$ cat src/rtl/stepgate_pkg.sv
package stepgate_pkg;
    typedef enum logic [1:0] {
        LEG_OFF  = 2'd0,
        LEG_DEAD = 2'd1,
        LEG_POS  = 2'd2,
        LEG_NEG  = 2'd3
    } leg_state_e;

    localparam int unsigned RING_W    = 4;
    localparam int unsigned WINDING_N = 2;
endpackage

$ cat src/rtl/stepgate_ring.sv
module stepgate_ring
    import stepgate_pkg::*;
(
    input  logic clk,
    input  logic rst_n,
    input  logic step_i,
    input  logic dir_i,
    output logic a_want_pos_o,
    output logic b_want_pos_o
);
    logic [RING_W-1:0] ring_q;
    logic [RING_W-1:0] ring_d;

    // next position: rotate up for forward, down for reverse
    always_comb begin
        ring_d = ring_q;
        if (step_i) begin
            if (dir_i) ring_d = {ring_q[RING_W-2:0], ring_q[RING_W-1]};
            else       ring_d = {ring_q[0], ring_q[RING_W-1:1]};
        end
    end

    always_ff @(posedge clk) begin
        if (!rst_n) ring_q <= RING_W'(1);
        else        ring_q <= ring_d;
    end

    // positions 0 and 3 drive A positive, positions 0 and 1 drive B positive
    always_comb begin
        a_want_pos_o = ring_q[0] | ring_q[3];
        b_want_pos_o = ring_q[0] | ring_q[1];
    end

    p_ring_onehot_r2: assert property (@(posedge clk) disable iff (!rst_n)
        $countones(ring_q) == 1);

    p_ring_fwd_r3: assert property (@(posedge clk) disable iff (!rst_n)
        (step_i && dir_i) |=> ring_q == {$past(ring_q[2:0]), $past(ring_q[3])});

    p_ring_rev_r4: assert property (@(posedge clk) disable iff (!rst_n)
        (step_i && !dir_i) |=> ring_q == {$past(ring_q[0]), $past(ring_q[3:1])});

    p_ring_hold_r5: assert property (@(posedge clk) disable iff (!rst_n)
        !step_i |=> $stable(ring_q));
endmodule

$ cat src/rtl/stepgate_leg.sv
module stepgate_leg
    import stepgate_pkg::*;
#(
    parameter int unsigned DEAD_CYCLES = 24
) (
    input  logic clk,
    input  logic rst_n,
    input  logic en_i,
    input  logic want_pos_i,
    output logic pos_o,
    output logic neg_o
);
    localparam int unsigned CNT_W = $clog2(DEAD_CYCLES + 1);
    localparam logic [CNT_W-1:0] LAST = CNT_W'(DEAD_CYCLES - 1);

    leg_state_e st_q, st_d, target;
    logic [CNT_W-1:0] cnt_q;

    always_comb begin
        if (!en_i)          target = LEG_OFF;
        else if (want_pos_i) target = LEG_POS;
        else                target = LEG_NEG;
    end

    always_comb begin
        st_d = st_q;
        unique case (st_q)
            LEG_OFF:  st_d = target;
            LEG_POS:  if (target != LEG_POS) st_d = LEG_DEAD;
            LEG_NEG:  if (target != LEG_NEG) st_d = LEG_DEAD;
            LEG_DEAD: if (cnt_q == LAST) st_d = target;
        endcase
    end

    always_ff @(posedge clk) begin
        if (!rst_n) begin
            st_q  <= LEG_OFF;
            cnt_q <= '0;
        end else begin
            st_q  <= st_d;
            cnt_q <= (st_q == LEG_DEAD) ? cnt_q + 1'b1 : '0;
        end
    end

    always_comb begin
        pos_o = (st_q == LEG_POS);
        neg_o = (st_q == LEG_NEG);
    end

    p_on_after_gap_r7: assert property (@(posedge clk) disable iff (!rst_n)
        ($rose(pos_o) || $rose(neg_o)) |->
            ($past(st_q) == LEG_OFF || $past(cnt_q) == LAST));

    p_hold_drive_r7: assert property (@(posedge clk) disable iff (!rst_n)
        (pos_o && en_i && want_pos_i) |=> pos_o);

    p_disable_off_r9: assert property (@(posedge clk) disable iff (!rst_n)
        !en_i |=> (!pos_o && !neg_o));
endmodule

$ cat src/rtl/stepgate_top.sv
module stepgate_top
    import stepgate_pkg::*;
#(
    parameter int unsigned DEAD_CYCLES = 24
) (
    input  logic clk,
    input  logic rst_n,
    input  logic step_i,
    input  logic dir_i,
    input  logic pwm_en_a_i,
    input  logic pwm_en_b_i,
    output logic a_pos_o,
    output logic a_neg_o,
    output logic b_pos_o,
    output logic b_neg_o
);
    logic [WINDING_N-1:0] want_pos;
    logic [WINDING_N-1:0] en;
    logic [WINDING_N-1:0] pos;
    logic [WINDING_N-1:0] neg;

    stepgate_ring u_ring (
        .clk          (clk),
        .rst_n        (rst_n),
        .step_i       (step_i),
        .dir_i        (dir_i),
        .a_want_pos_o (want_pos[0]),
        .b_want_pos_o (want_pos[1])
    );

    assign en = {pwm_en_b_i, pwm_en_a_i};

    for (genvar w = 0; w < WINDING_N; w++) begin : g_leg
        stepgate_leg #(.DEAD_CYCLES(DEAD_CYCLES)) u_leg (
            .clk        (clk),
            .rst_n      (rst_n),
            .en_i       (en[w]),
            .want_pos_i (want_pos[w]),
            .pos_o      (pos[w]),
            .neg_o      (neg[w])
        );
    end

    assign a_pos_o = pos[0];
    assign a_neg_o = neg[0];
    assign b_pos_o = pos[1];
    assign b_neg_o = neg[1];

    p_no_shoot_r6: assert property (@(posedge clk) disable iff (!rst_n)
        !(a_pos_o && a_neg_o) && !(b_pos_o && b_neg_o));

    p_reset_quiet_r1: assert property (@(posedge clk)
        !rst_n |=> !(a_pos_o || a_neg_o || b_pos_o || b_neg_o));
endmodule

$ cat config.mk
export PLATFORM = sky130hd
export DESIGN_NAME = stepgate_top
export DESIGN_NICKNAME = d
export VERILOG_FILES = /design/src/rtl/stepgate_pkg.sv /design/src/rtl/stepgate_ring.sv /design/src/rtl/stepgate_leg.sv /design/src/rtl/stepgate_top.sv
export SDC_FILE = /design/constraint.sdc
export NUM_CORES = 1
export LEC_CHECK = 0
export ABC_AREA = 1
export ABC_CLOCK_PERIOD_IN_PS = 1250
export BUFFER_PORTS_ARGS = -buffer_cell sky130_fd_sc_hd__buf_4
export CELL_PAD_IN_SITES_DETAIL_PLACEMENT = 1
export CELL_PAD_IN_SITES_GLOBAL_PLACEMENT = 1
export CORE_MARGIN = 8
export CORE_UTILIZATION = 25
export DETAILED_ROUTE_END_ITERATION = 8
export PLACE_DENSITY_LB_ADDON = 0.1
export SKIP_LAST_GASP = 1
export SLEW_MARGIN = 20
export SYNTH_ARGS = -nofsm -noshare
export SYNTH_HDL_FRONTEND = slang
export SYNTH_SLANG_ARGS = --single-unit
$ cat constraint.sdc
create_clock -name clk -period 1.25 [get_ports clk]
set_clock_uncertainty 0.2 [all_clocks]
set_input_delay 0.25 -clock clk [delete_from_list [all_inputs] [get_ports clk]]
set_output_delay 0.25 -clock clk [all_outputs]
set_load 0.05 [all_outputs]
==> results.toml <==
[yosys]
yosys.area.top_type = "dfxtp_1"
synth.net_count = 131
avgSynthCellArea_sq_um = 7.14
ys_ff_latch = 18
netlist_top_cells_count = "nand2_1, inv_1, dfxtp_1"
yosysMostFrequentCell = "nand2_1"
syn_area_sq_um = 878
async_reset_ff_frac = 0
ys_warn_count = 0
synth_edf_count = 0
ys.flop_type = "dfxtp_1"
synth_seq_area_share = 0.410
synthDistinctLibCells = 22
yosysTopAreaCellShare = 0.410
synthCells = 123
synth_area_leaders = "dfxtp_1, nand2_1, inv_1, nor2_1, o211ai_1"

[floorplanning]
die-width_microns = 75.3
die_h_microns = 75.3
fp.coreArea_sq_um = 3360
die-area_sq_um = 5670
ios = 10
start_util = 0.261
rows = 21

[setup_path]
r2r-end = "g_leg[0].u_leg.cnt_q[3]"
reg2reg_depth = 6
worstReg2RegStart = "g_leg[0].u_leg.st_q[0]"
worstPathCellList = "inv_4 > nor2_4 > buf_8"
crit_type = "reg -> out"
startpoint = "g_leg[0].u_leg.st_q[1]"
startpoint_type = "flip-flop"
cp.required_ns = 0.80
max_stage_delay_ns = 0.40
crit_slowest_cell = "dfxtp_4"
cp.arrival_ns = 0.99
cp-end-kind = "primary output"
critPathMaxFanout = 3
r2r_slack_ns = -0.05

[min_path]
hold_depth = 3
hp-class = "in -> reg"
hold_end = "u_ring.ring_q[3]"
min_from = "step_i"

[timing]
worst_slew_pin_slew_ns = 0.210
period_share = 1.16
rsz0062_at_grt = "yes"
report.final.slew_viol_count = 0
relSlewSlack = 0.860
setup_viol = 7
setup_tns_ns = -0.769
hold_viol = 0
fin_ws_ns = -0.195
max_freq_ghz = 0.692
fin_crit_ns = 1.44

[clocking]
cts_buffer_depth = 2
cts.sinks = 18
numCtsBuffers = 3
clk_pin_slew_worst_paths_ns = 0.11
worstSkewPairLatency_ns = 0.29
cts-root-buf = "clkbuf_4"
cts_tree = "yes"
htreeDepth = 1

[grt]
grt_pass1_vias = 825
overflow = 0
antenna_found_initial = 0
grt_pass1_wl_mm = 3.59
grt_use_total = 0.0831
grt_max_degree = 11

[place]
place_hpwl_mm = 1.59
port_buffers = 9
dp_cells = 184
gp_congestion = 0.667
place_area_sq_um = 1070

[route]
wl_mm = 2.25
first_pass_iters = 4
vias_per_cell = 4.34
ant_nets = 0
wl_per_cell_microns = 11.3
drc_errors = 0
via_count = 863
drtIter0Drc = 24

[status]
failed_checks = "setup timing"
outcome = "complete, but fails checks"

[layout]
fin_util = 0.399
syn_to_final_growth_pct = 52.8
nets = 162
final_cell_area_sq_um = 1340
drive_above_1_share = 0.418
finalNonFillerCells = 199
n_antenna_cell = 0

[power_and_ir_drop]
power.density_nw_per_um2 = 1020
leakagePower_nw = 0.605
vdd_drop_max_mv = 0.364

[run]
cap_violations = 0
[worst max-delay path by stage]
| stage | end |
|---|---|
| final | a_pos_o |
| after global routing | b_pos_o |
| after CTS | b_pos_o |
| after detailed placement | g_leg[0].u_leg.st_q[0] |
| after global placement | g_leg[0].u_leg.st_q[0] |
| after floorplan | g_leg[1].u_leg.st_q[1] |
[metrics by stage]
| stage | hold slack [ns] | worst slack (ns) | total power [mW] |
|---|---|---|---|
| after floorplan | 0.129 | 0.00784 | 0.850 |
| after global placement | 0.262 | -0.0608 | 0.944 |
| after detailed placement | 0.276 | -0.0872 | 0.950 |
| after CTS | 0.0164 | -0.239 | 1.33 |
| after global routing | 0.0420 | -0.266 | 1.46 |
| final | 0.0316 | -0.195 | 1.36 |
[critical path: cells and delay by family (launching register included)]
kind,cells,cell delay [ns]
simple gates,1,0.11
buf+inv,2,0.19
flops,1,0.40
[sequential cells by signal, summed over array words and instances, names as in the netlist]
name,flops
g_leg.u_leg.cnt_q,10
g_leg.u_leg.st_q,4
u_ring.ring_q,4
[final cells by class]
class	instances	area, sq um
Clock inverter	1	3.75
Timing Repair Buffer	27	246
Fill cell	437	2020
Multi-Input combinational cell	80	538
Tap cell	46	57.6
Sequential cell	18	379
Inverter	24	95.1
Clock buffer	3	22.5
[layer usage]
metal  share of wire  wire (microns)  track usage  vias up
met5               0               0            0        -
met4          0.0049              11       0.0448        0
met3           0.030              67       0.0173        2
met2            0.49            1110        0.131        9
met1            0.47            1060        0.103      402
li1                -               -            -      450
[kinds of logic (layout without fill, tap and decap cells)]
| logic type | Yosys count | count (layout) | synth area share |
|---|---|---|---|
| DFF | 18 | 18 | 0.410 |
| and+or+nand+nor | 56 | 56 | 0.295 |
| adders and majority gates | 2 | 2 | 0.0285 |
| AOI/OAI and AO/OA | 22 | 22 | 0.160 |
| buffers and inverters | 25 | 55 | 0.107 |
[layout by cell type, fill, tap and decap left out, types with 3 or more instances in the layout]
| master | instances |
|---|---|
| nor2_1 | 13 |
| a21oi_1 | 7 |
| nand2_4 | 4 |
| buf_4 | 18 |
| clkbuf_4 | 3 |
| nor2_4 | 6 |
| dfxtp_4 | 3 |
| buf_8 | 3 |
| nand3_1 | 5 |
| o211ai_1 | 6 |
| inv_2 | 3 |
| inv_1 | 19 |
| buf_6 | 5 |
| nand2_1 | 19 |
| dfxtp_1 | 9 |
| dfxtp_2 | 6 |
[what timing repair did]
item	CTS	global route
pin swaps	6	14
setup endpoints to repair	10	17
hold buffers	1	0
gates resized for setup	25	21
endpoints found under the hold margin	1	0
setup buffers	6	5
[power by group]
part	internal, mW	switching (mW)
combinational	0.194	0.211
sequential	0.614	0.0476
clock	0.116	0.182
total	0.924	0.440
Power figures use the tool's default switching activity.
